**src/rtl/dma_req_pkg.sv**
```systemverilog
package dma_req_pkg;

  // Number of selectable peripheral lines and width of the source code
  localparam int NUM_SRC  = 6;
  localparam int SEL_W    = 4;
  // Code that selects line 0; lines follow consecutively
  localparam int SEL_BASE = 10;
  // Lines that may be used with burst mode (timer only)
  localparam logic [NUM_SRC-1:0] BURST_OK = 6'b10_0000;

  // Strobes from control to datapath for the held request
  typedef struct packed {
    logic capture;   // set the held request
    logic release_;  // completion clears it
    logic flush;     // selection changed, discard it
  } reqStrobeT;

endpackage

```
**src/rtl/dma_req_ctrl.sv**
```systemverilog
module dma_req_ctrl
  import dma_req_pkg::*;
#(
  parameter int NSRC = NUM_SRC,
  parameter int SW   = SEL_W,
  parameter int BASE = SEL_BASE,
  parameter logic [NSRC-1:0] BURST_MASK = BURST_OK
) (
  input  logic [SW-1:0]   resSel,
  input  logic [SW-1:0]   prevSel,
  input  logic            chanEn,
  input  logic            masterEn,
  input  logic            endFlag,
  input  logic            addrErrFlag,
  input  logic            nmiFlag,
  input  logic            burstMode,
  input  logic            xferDone,
  input  logic            lastXfer,
  input  logic [NSRC-1:0] riseLines,
  output logic [NSRC-1:0] selOneHot,
  output logic            selValid,
  output logic            chanGate,
  output logic            modeErr,
  output reqStrobeT       strobes
);

  logic burstLegal;
  logic selRise;

  // Source decode: one comparator per line
  for (genvar gi = 0; gi < NSRC; gi++) begin : g_decode
    assign selOneHot[gi] = (resSel == SW'(BASE + gi));
  end

  assign selValid   = |selOneHot;
  assign burstLegal = |(selOneHot & BURST_MASK);
  assign modeErr    = selValid & burstMode & ~burstLegal;

  // Channel permission: enables set and no stopping status
  assign chanGate = chanEn & masterEn & ~endFlag & ~addrErrFlag & ~nmiFlag;

  assign selRise = |(selOneHot & riseLines);

  always_comb begin
    strobes          = '0;
    strobes.capture  = selRise & ~modeErr;
    strobes.release_ = xferDone & (~burstMode | lastXfer);
    strobes.flush    = (resSel != prevSel);
  end

endmodule

```
**src/rtl/dma_req_datapath.sv**
```systemverilog
module dma_req_datapath
  import dma_req_pkg::*;
#(
  parameter int NSRC = NUM_SRC,
  parameter int SW   = SEL_W
) (
  input  logic            clk,
  input  logic            rstN,
  input  logic [SW-1:0]   resSel,
  input  logic [NSRC-1:0] periphIrq,
  input  logic [NSRC-1:0] periphIe,
  input  logic [NSRC-1:0] selOneHot,
  input  logic            selValid,
  input  logic            chanGate,
  input  logic            modeErr,
  input  reqStrobeT       strobes,
  output logic [NSRC-1:0] riseLines,
  output logic [SW-1:0]   prevSel,
  output logic            dmaReq,
  output logic [NSRC-1:0] cpuIrq
);

  logic [NSRC-1:0] qualLines;
  logic [NSRC-1:0] prevLines;
  logic            reqHeld;
  logic            reqNext;

  assign qualLines = periphIrq & periphIe;
  assign riseLines = qualLines & ~prevLines;

  // Per-line CPU forwarding with the claimed line masked
  for (genvar gi = 0; gi < NSRC; gi++) begin : g_cpu
    assign cpuIrq[gi] = qualLines[gi] & ~selOneHot[gi];
  end

  always_comb begin
    reqNext = reqHeld;
    if (strobes.capture)
      reqNext = 1'b1;
    else if (strobes.release_ || strobes.flush)
      reqNext = 1'b0;
  end

  always_ff @(posedge clk) begin
    if (!rstN) begin
      reqHeld   <= 1'b0;
      prevLines <= '0;
      prevSel   <= '0;
    end else begin
      reqHeld   <= reqNext;
      prevLines <= qualLines;
      prevSel   <= resSel;
    end
  end

  assign dmaReq = reqHeld & chanGate & selValid & ~modeErr;

endmodule

```
**src/rtl/dma_req_router.sv**
```systemverilog
module dma_req_router
  import dma_req_pkg::*;
(
  input  logic               clk,
  input  logic               rstN,
  input  logic [SEL_W-1:0]   resSel,
  input  logic               chanEn,
  input  logic               masterEn,
  input  logic               endFlag,
  input  logic               addrErrFlag,
  input  logic               nmiFlag,
  input  logic               burstMode,
  input  logic               xferDone,
  input  logic               lastXfer,
  input  logic [NUM_SRC-1:0] periphIrq,
  input  logic [NUM_SRC-1:0] periphIe,
  output logic               dmaReq,
  output logic               modeErr,
  output logic [NUM_SRC-1:0] cpuIrq
);

  logic [NUM_SRC-1:0] selOneHot;
  logic [NUM_SRC-1:0] riseLines;
  logic [SEL_W-1:0]   prevSel;
  logic               selValid;
  logic               chanGate;
  reqStrobeT          strobes;

  dma_req_ctrl #(
    .NSRC(NUM_SRC), .SW(SEL_W), .BASE(SEL_BASE), .BURST_MASK(BURST_OK)
  ) i_ctrl (
    .resSel     (resSel),
    .prevSel    (prevSel),
    .chanEn     (chanEn),
    .masterEn   (masterEn),
    .endFlag    (endFlag),
    .addrErrFlag(addrErrFlag),
    .nmiFlag    (nmiFlag),
    .burstMode  (burstMode),
    .xferDone   (xferDone),
    .lastXfer   (lastXfer),
    .riseLines  (riseLines),
    .selOneHot  (selOneHot),
    .selValid   (selValid),
    .chanGate   (chanGate),
    .modeErr    (modeErr),
    .strobes    (strobes)
  );

  dma_req_datapath #(
    .NSRC(NUM_SRC), .SW(SEL_W)
  ) i_dp (
    .clk      (clk),
    .rstN     (rstN),
    .resSel   (resSel),
    .periphIrq(periphIrq),
    .periphIe (periphIe),
    .selOneHot(selOneHot),
    .selValid (selValid),
    .chanGate (chanGate),
    .modeErr  (modeErr),
    .strobes  (strobes),
    .riseLines(riseLines),
    .prevSel  (prevSel),
    .dmaReq   (dmaReq),
    .cpuIrq   (cpuIrq)
  );

endmodule

```
**config.mk**
```make
export PLATFORM = sky130hd
export DESIGN_NAME = dma_req_router
export DESIGN_NICKNAME = d
export VERILOG_FILES = /design/src/rtl/dma_req_pkg.sv /design/src/rtl/dma_req_ctrl.sv /design/src/rtl/dma_req_datapath.sv /design/src/rtl/dma_req_router.sv
export SDC_FILE = /design/constraint.sdc
export NUM_CORES = 1
export LEC_CHECK = 0
export BUFFER_PORTS_ARGS = -buffer_cell sky130_fd_sc_hd__buf_2
export CORE_ASPECT_RATIO = 0.9
export CORE_UTILIZATION = 41
export CTS_CLUSTER_SIZE = 30
export DETAILED_ROUTE_END_ITERATION = 10
export PLACE_DENSITY = 0.87
export SLEW_MARGIN = 10
export SYNTH_ARGS = -nofsm -noshare
export SYNTH_HDL_FRONTEND = slang
export SYNTH_SLANG_ARGS = --single-unit
```
**constraint.sdc**
```tcl
create_clock -name clk -period 1.12 [get_ports clk]
set_input_delay 0.056 -clock clk [delete_from_list [all_inputs] [get_ports clk]]
set_output_delay 0.056 -clock clk [all_outputs]
set_load 0.02 [all_outputs]
```
==> key figures, run 1 <==
Outcome
  – Status: finished with violations
  – Failing checks: setup timing

Power and ir drop
  – Pwr dens: 1100 mW/mm^2
  – Sw frac: 0.296
  – Seq pwr share: 0.466
  – Gate power share: 0.218
  – Peak VDD IR: roughly 0.74 mV
  – P_int: around 630 uW
  – Clock share of power: 0.315
  – Switching pwr: around 260 uW
  – Leak pwr: between 0.0003 and 0.0004 uW

STA
  – Final hold violation count: 0
  – Final worst slack: -0.108 ns
  – RSZ-0062 raised after global routing: yes
  – Fin crit share: 1.10
  – Min cycle time layout: around 1.2 ns
  – Worst Skew: just over 0.003 ns
  – Worst-margin pin slew: slightly above 0.3 ns
  – Slew margin rel.: 0.795
  – Fmax: a little over 800 MHz
  – # setup viols final: 1
  – Max-slew violations: 0

Placed design
  – Post-Place Setup Slack: -0.0189 ns
  – Final GP Congestion: 0.762
  – Placement Cell Area: between 700 and 800 sq um
  – Hpwl dp: approximately 1 mm
  – Port Buffers: 33

Die
  – Die width: about 42 um
  – Initial Utilization: 0.458
  – Die area: around 0.0016 sq mm
  – Io pins: 34
  – Row count: 12
  – Chip Height: between 30 and 40 um
  – Core Area: roughly 0.0013 sq mm

Setup path
  – Worst setup EP type: output port
  – Worst Path Required: ~1.1 ns
  – CP Max Fanout: 2
  – FF-to-FF Start: i_dp.prevSel[0]
  – Cell count of the worst reg-to-reg path: 4
  – Worst R2R End: i_dp.reqHeld
  – Critical setup path kind: flop to output port
  – CP Launch Type: flop
  – WP data arrival: ~1.2 ns
  – R2R Setup Slk: around 0.020 ns

Synthesis
  – Top_reg_cell synth: dfxtp_1
  – Synth Instances: 63
  – Syn. warnings: 0
  – Complex-gate fraction of the synthesized area: 0.239
  – Netlist cell types: 27
  – Largest family of logic cells by synthesized area: simple AND/OR/NAND/NOR gates
  – Post-synthesis mux area share: 0
  – Number of synthesized flops with an enable pin: 0
  – Syn Std Cell Area: 592 sq um
  – Fraction of registers with async set/reset: 0
  – Xor/xnor cell area share of the yosys netlist: 0.0719
  – Seq/Total Area, Yosys: 0.372
  – Synth Area in Adders: 0
  – Yosys reg bits: 11
  – Simple-Gate Fraction of Synth Area: 0.254
  – Syn_area_per_cell: 9.39 sq um
  – Post-synthesis net count: about 90

Clocking
  – Total CTS buffers: 3
  – Clock tree buffer depth: 2
  – Clock slew at reported path FFs: 0.08 ns
  – Cts hold-fix bufs: 0
  – CTS tree: done
  – Clock Latency Late Sink: around 0.27 ns
  – Clock sinks: 11
  – H-Tree Depth: 1
  – Clock root cell: clkbuf_4

Drt
  – Total routed wirelength: ~1.4 mm
  – Initial DRC Count: 20
  – ANT nets after route: 0
  – Post-DR wirelength/cell: 12.4 um
  – Via density per instance: 5.55
  – Post-route DRC violation count: 0
  – First-pass iteration count of the detailed router: 4
  – Via count: around 620

Layout
  – Share of layout cells above drive strength 1: 0.495
  – NumNets Final: ~120
  – Design area: approximately 800 sq um
  – ANT cells: 0
  – Area Growth Syn to Fin: 36.6%

GRT
  – Total grt overflow: 0
  – Largest net degree at the start of global routing: 13
  – All-Layer GR Usage: 0.180
  – First-pass GRT wire length: ~2.1 mm
  – Initial antenna violation count: 0
  – Vias in the first global route: approximately 510

Run
  – Max-cap viol count: 0

Hold path
  – Hold Crit Depth: 3
  – Hold_sp: periphIe[1]
  – Hold crit path type: input pin to flop
  – Hold EP: i_dp.prevLines[1]
-- cells by family after synthesis --
group                  Yosys count
buffers and inverters            7
AO/OA/AOI/OAI                   16
AND/OR/NAND/NOR                 25
XOR/XNOR                         4
flip-flops                      11
-- timing repair --
action                     CTS  global route
pin swaps                    2             2
setup buffers                0             1
setup endpoints to repair    2             2
resized for setup            5             1
-- cells in the mapped netlist (2+ instances only) --
library cell / instances / area (sq um)
dfxtp_1: 11 / 220
nor2_1: 7 / 26.3
nand2_1: 4 / 15.0
a21oi_1: 3 / 15.0
a41oi_1: 3 / 26.3
and3_1: 3 / 18.8
buf_2: 3 / 15.0
inv_2: 3 / 11.3
nand4b_1: 3 / 26.3
and2_1: 2 / 12.5
nand4_1: 2 / 12.5
o211a_1: 2 / 20.0
o311ai_1: 2 / 17.5
xor2_1: 2 / 17.5
-- per-layer routing --
layer	GRT usage	wire (um)	up-vias	share of wire
met3	0.0425	124	2	0.090
met4	0.0703	5	0	0.0036
li1	-	-	303	-
met2	0.301	662	34	0.48
met1	0.230	578	277	0.42
met5	0	0	-	0
-- cell usage in the layout, fill, tap and decap left out --
master,instances
buf_4,2
and2_1,2
nor2_1,7
nand2b_1,1
o211a_1,2
dfxtp_2,2
o211ai_1,1
and3_1,3
xor2_2,1
a2bb2oi_1,1
o21ai_1,1
clkinv_2,1
xnor2_1,1
nor4b_4,1
clkbuf_4,3
inv_2,3
nand4_1,2
buf_2,32
nand3b_1,1
a31oi_1,1
o311ai_1,2
a21oi_1,3
nand4bb_2,1
nand2_1,4
a41oi_1,3
o31ai_2,1
a2111oi_4,1
nand4b_1,3
dfxtp_1,9
xor2_1,2
-- worst max-delay path by stage --
stage	start	endpoint	slack (ns)	cells after the start
after floorplan	i_dp.prevSel[0]	i_dp.reqHeld	0.11	4
after global placement	i_dp.prevSel[0]	i_dp.reqHeld	0.09	4
after detailed placement	i_dp.prevSel[0]	i_dp.reqHeld	-0.02	4
after CTS	i_dp.reqHeld	dmaReq	-0.07	4
after global routing	i_dp.reqHeld	dmaReq	-0.24	4
final	i_dp.reqHeld	dmaReq	-0.11	4
-- layout make-up --
class | count | area, sq um
Clock buffer | 3 | 22.5
Fill cell | 120 | 483
Tap cell | 14 | 17.5
Timing Repair Buffer | 34 | 175
Inverter | 3 | 11.3
Sequential cell | 11 | 223
Multi-Input combinational cell | 45 | 354
Clock inverter | 1 | 5.00
-- power groups by stage --
stage          logic (uW)  clock network (uW)  registers (uW)
6_report              194                 281             415
4_1_cts               190                 283             415
2_1_floorplan         115                   0             422
5_1_grt               212                 304             417
3_5_place_dp          187                   0             424
3_3_place_gp          182                   0             423
-- stage by stage --
stage	TNS [ns]	instances	total power, uW	hold slack [ns]	utilization
4_1_cts	-0.109	110	889	0.0340	0.613
6_report	-0.108	111	890	0.0318	0.626
2_1_floorplan	0	63	537	0.183	-
3_3_place_gp	0	106	605	0.310	0.579
5_1_grt	-0.269	111	933	0.0484	0.626
3_5_place_dp	-0.0189	106	610	0.319	0.579
-- sequential cells by signal (all words and copies together) (netlist names) --
name,cells
i_dp.prevLines,6
i_dp.prevSel,4
i_dp.reqHeld,1
-- critical path, stage by stage, from the launching register on --
cell and delay, ns:
dfxtp_2 0.33, nor4b_4 0.17, nand4_1 0.11, nor2_1 0.13
buf_4 0.15
Power figures use the tool's default switching activity.
==> run 2, diff against run 1 <==
CORE_ASPECT_RATIO = unset   (was 0.9)
==> key figures, run 2 (synthesized netlist as in run 1, its figures left out) <==
Setup path
  – Worst Path Required: 1.06 ns (about the same)
  – R2R Setup Slk: 0.05 ns (was 0.02 ns)
  – CP Max Fanout: 2 (unchanged)
  – Crit-path slowest cell: dfxtp_2 (unchanged)
  – Critical-path cell list: nor4b_4 -> nand4_1 -> nor2_1 -> buf_4 (unchanged)
  – Crit-path max cell delay: 0.33 ns (about the same)
  – CP Launch Type: flop (unchanged)
  – Worst setup EP type: output port (unchanged)
  – Worst path bufs/invs: 1 (unchanged)
  – Critical setup path kind: flop to output port (unchanged)
  – Kind of cell adding the most delay to the critical path: simple AND/OR/NAND/NOR gates (unchanged)
  – WP data arrival: 1.12 ns (was 1.17 ns)

Outcome
  – Failing checks: setup timing (unchanged)
  – Status: finished with violations (unchanged)

Die
  – Core Area: 0.00132 sq mm (was 0.00129 sq mm)
  – Die width: 40.0 um (was 42.0 um)
  – Chip Height: 40.0 um (was 38.0 um)
  – Die area: 0.00160 sq mm (about the same)
  – Io pins: 34 (unchanged)
  – Initial Utilization: 0.449 (was 0.458)
  – Row count: 13 (was 12)

Layout
  – Fin util: 0.603 (was 0.626)
  – Largest register FFs: 6 (unchanged)
  – Share of layout cells above drive strength 1: 0.458 (was 0.495)
  – Most frequent cells in the layout: buf_2, dfxtp_1, nor2_1 (unchanged)
  – NumNets Final: 123 (was 124)
  – Area Growth Syn to Fin: 34.2% (was 36.6%)
  – ANT cells: 0 (unchanged)
  – Biggest register: i_dp.prevLines (unchanged)
  – Design area: 795 sq um (was 808 sq um)
  – Largest regs: i_dp.prevLines: 6 flops, i_dp.prevSel: 4 flops, i_dp.reqHeld: 1 flops (unchanged)
  – Filler cell count: 117 (was 120)
  – Most common cell after layout, fill and taps aside: buf_2 (unchanged)

Power and ir drop
  – Total power: 873 uW (was 890 uW)
  – Peak VDD IR: 0.687 mV (was 0.735 mV)
  – Pwr dens: 1100 mW/mm^2 (about the same)
  – Leak pwr: 0.000375 uW (was 0.000386 uW)

STA
  – Worst-margin pin slew: 0.275 ns (was 0.303 ns)
  – Max-slew violations: 0 (unchanged)
  – Final worst slack: -0.0556 ns (was -0.108 ns)
  – Slew margin rel.: 0.814 (was 0.795)
  – WHS: 0.0499 ns (was 0.0318 ns)
  – Final hold violation count: 0 (unchanged)
  – # setup viols final: 1 (unchanged)
  – Fin crit share: 1.05 (was 1.10)
  – Min cycle time layout: 1.18 ns (was 1.23 ns)
  – Fmax: 851 MHz (was 814 MHz)
  – RSZ-0062 raised after global routing: yes (unchanged)
  – Worst Skew: 0.000935 ns (was 0.00310 ns)

GRT
  – Most Crowded Layer GR: met2 (unchanged)
  – Largest net degree at the start of global routing: 13 (unchanged)
  – Vias in the first global route: 471 (was 512)
  – All-Layer GR Usage: 0.177 (was 0.180)
  – GRT met3 Usage: 0.0333 (was 0.0425)
  – Met1 Usage GRT: 0.225 (was 0.230)
  – Total grt overflow: 0 (unchanged)
  – Global-route track usage on met2: 0.286 (was 0.301)
  – First-pass GRT wire length: 1.84 mm (was 2.12 mm)
  – Initial antenna violation count: 0 (unchanged)

Drt
  – Via density per instance: 5.55 (unchanged)
  – Via count: 616 (unchanged)
  – First-pass iteration count of the detailed router: 4 (unchanged)
  – Total routed wirelength: 1.37 mm (about the same)
  – Post-DR wirelength/cell: 12.3 um (was 12.4 um)
  – Post-route DRC violation count: 0 (unchanged)
  – Initial DRC Count: 10 (was 20)
  – ANT nets after route: 0 (unchanged)

Placed design
  – Placement Cell Area: 749 sq um (was 748 sq um)
  – Final GP Congestion: 0.751 (was 0.762)
  – Post-Place Setup Slack: 0.0579 ns (was -0.0189 ns)
  – Port Buffers: 33 (unchanged)
  – Hpwl dp: 1.08 mm (was 1.03 mm)

Clocking
  – CTS tree: done (unchanged)
  – Clock tree buffer depth: 2 (unchanged)
  – Post-CTS Setup Inserts: 0 (unchanged)
  – H-Tree Depth: 1 (unchanged)
  – Clock sinks: 11 (unchanged)
  – Total CTS buffers: 3 (unchanged)
  – Clock Latency Late Sink: 0.26 ns (was 0.27 ns)
  – Clock root cell: clkbuf_4 (unchanged)
  – Clock slew at reported path FFs: 0.07 ns (was 0.08 ns)

Hold path
  – Hold crit path type: input pin to flop (unchanged)

Run
  – Max-cap viol count: 0 (unchanged)
## run 2: cell count changes in the layout (fill, tap and decap cells not counted), sizes merged
cell / delta
buf: -1
clkbuf: +1
clkinv: -1
## run 2: tightest hold or removal path, stage by stage
cell,delay [ns]
buf_2,0.11
nand2_1,0.07
nor2_1,0.04
## run 2: through the flow
| stage | cells | TNS (ns) |
|---|---|---|
| floorplan | 63 | 0 |
| global placement | 107 | 0 |
| detailed placement | 107 | 0 |
| CTS | 111 | -0.0903 |
| global route | 111 | -0.151 |
| finish | 111 | -0.0556 |
## run 2: report_power, final
group | total, uW | internal (uW) | switching, uW
Sequential | 415 | 409 | 6.71
Combinational | 192 | 83.6 | 108
Clock | 266 | 138 | 128
## run 2: path summary, 6_finish.rpt
kind | start | to | depth (start not counted)
worst min register to register | i_dp.reqHeld | i_dp.reqHeld | 2
worst min-delay path | periphIe[1] | i_dp.prevLines[1] | 3
worst max-delay path | i_dp.reqHeld | dmaReq | 4
worst max register to register | i_dp.prevSel[0] | i_dp.reqHeld | 4
## run 2: cell type report
class | instances | area (sq um) | share of cell area
Clock buffer | 4 | 26.3 | 0.0331
Sequential cell | 11 | 221 | 0.279
Timing Repair Buffer | 33 | 168 | 0.211
Tap cell | 15 | 18.8 | 0.0236
Inverter | 3 | 11.3 | 0.0142
Multi-Input combinational cell | 45 | 349 | 0.439
## run 2: metal layers
layer	vias to the layer above	routed length, um
met5	-	0
met4	0	13
met2	39	654
li1	304	-
met3	2	118
met1	271	580
## run 2: what timing repair did
item,4_1_cts,5_1_grt
pin swaps,2,0
hold buffers,0,0
endpoints found under the setup margin,1,1
resized for setup,4,0
cloned,0,0
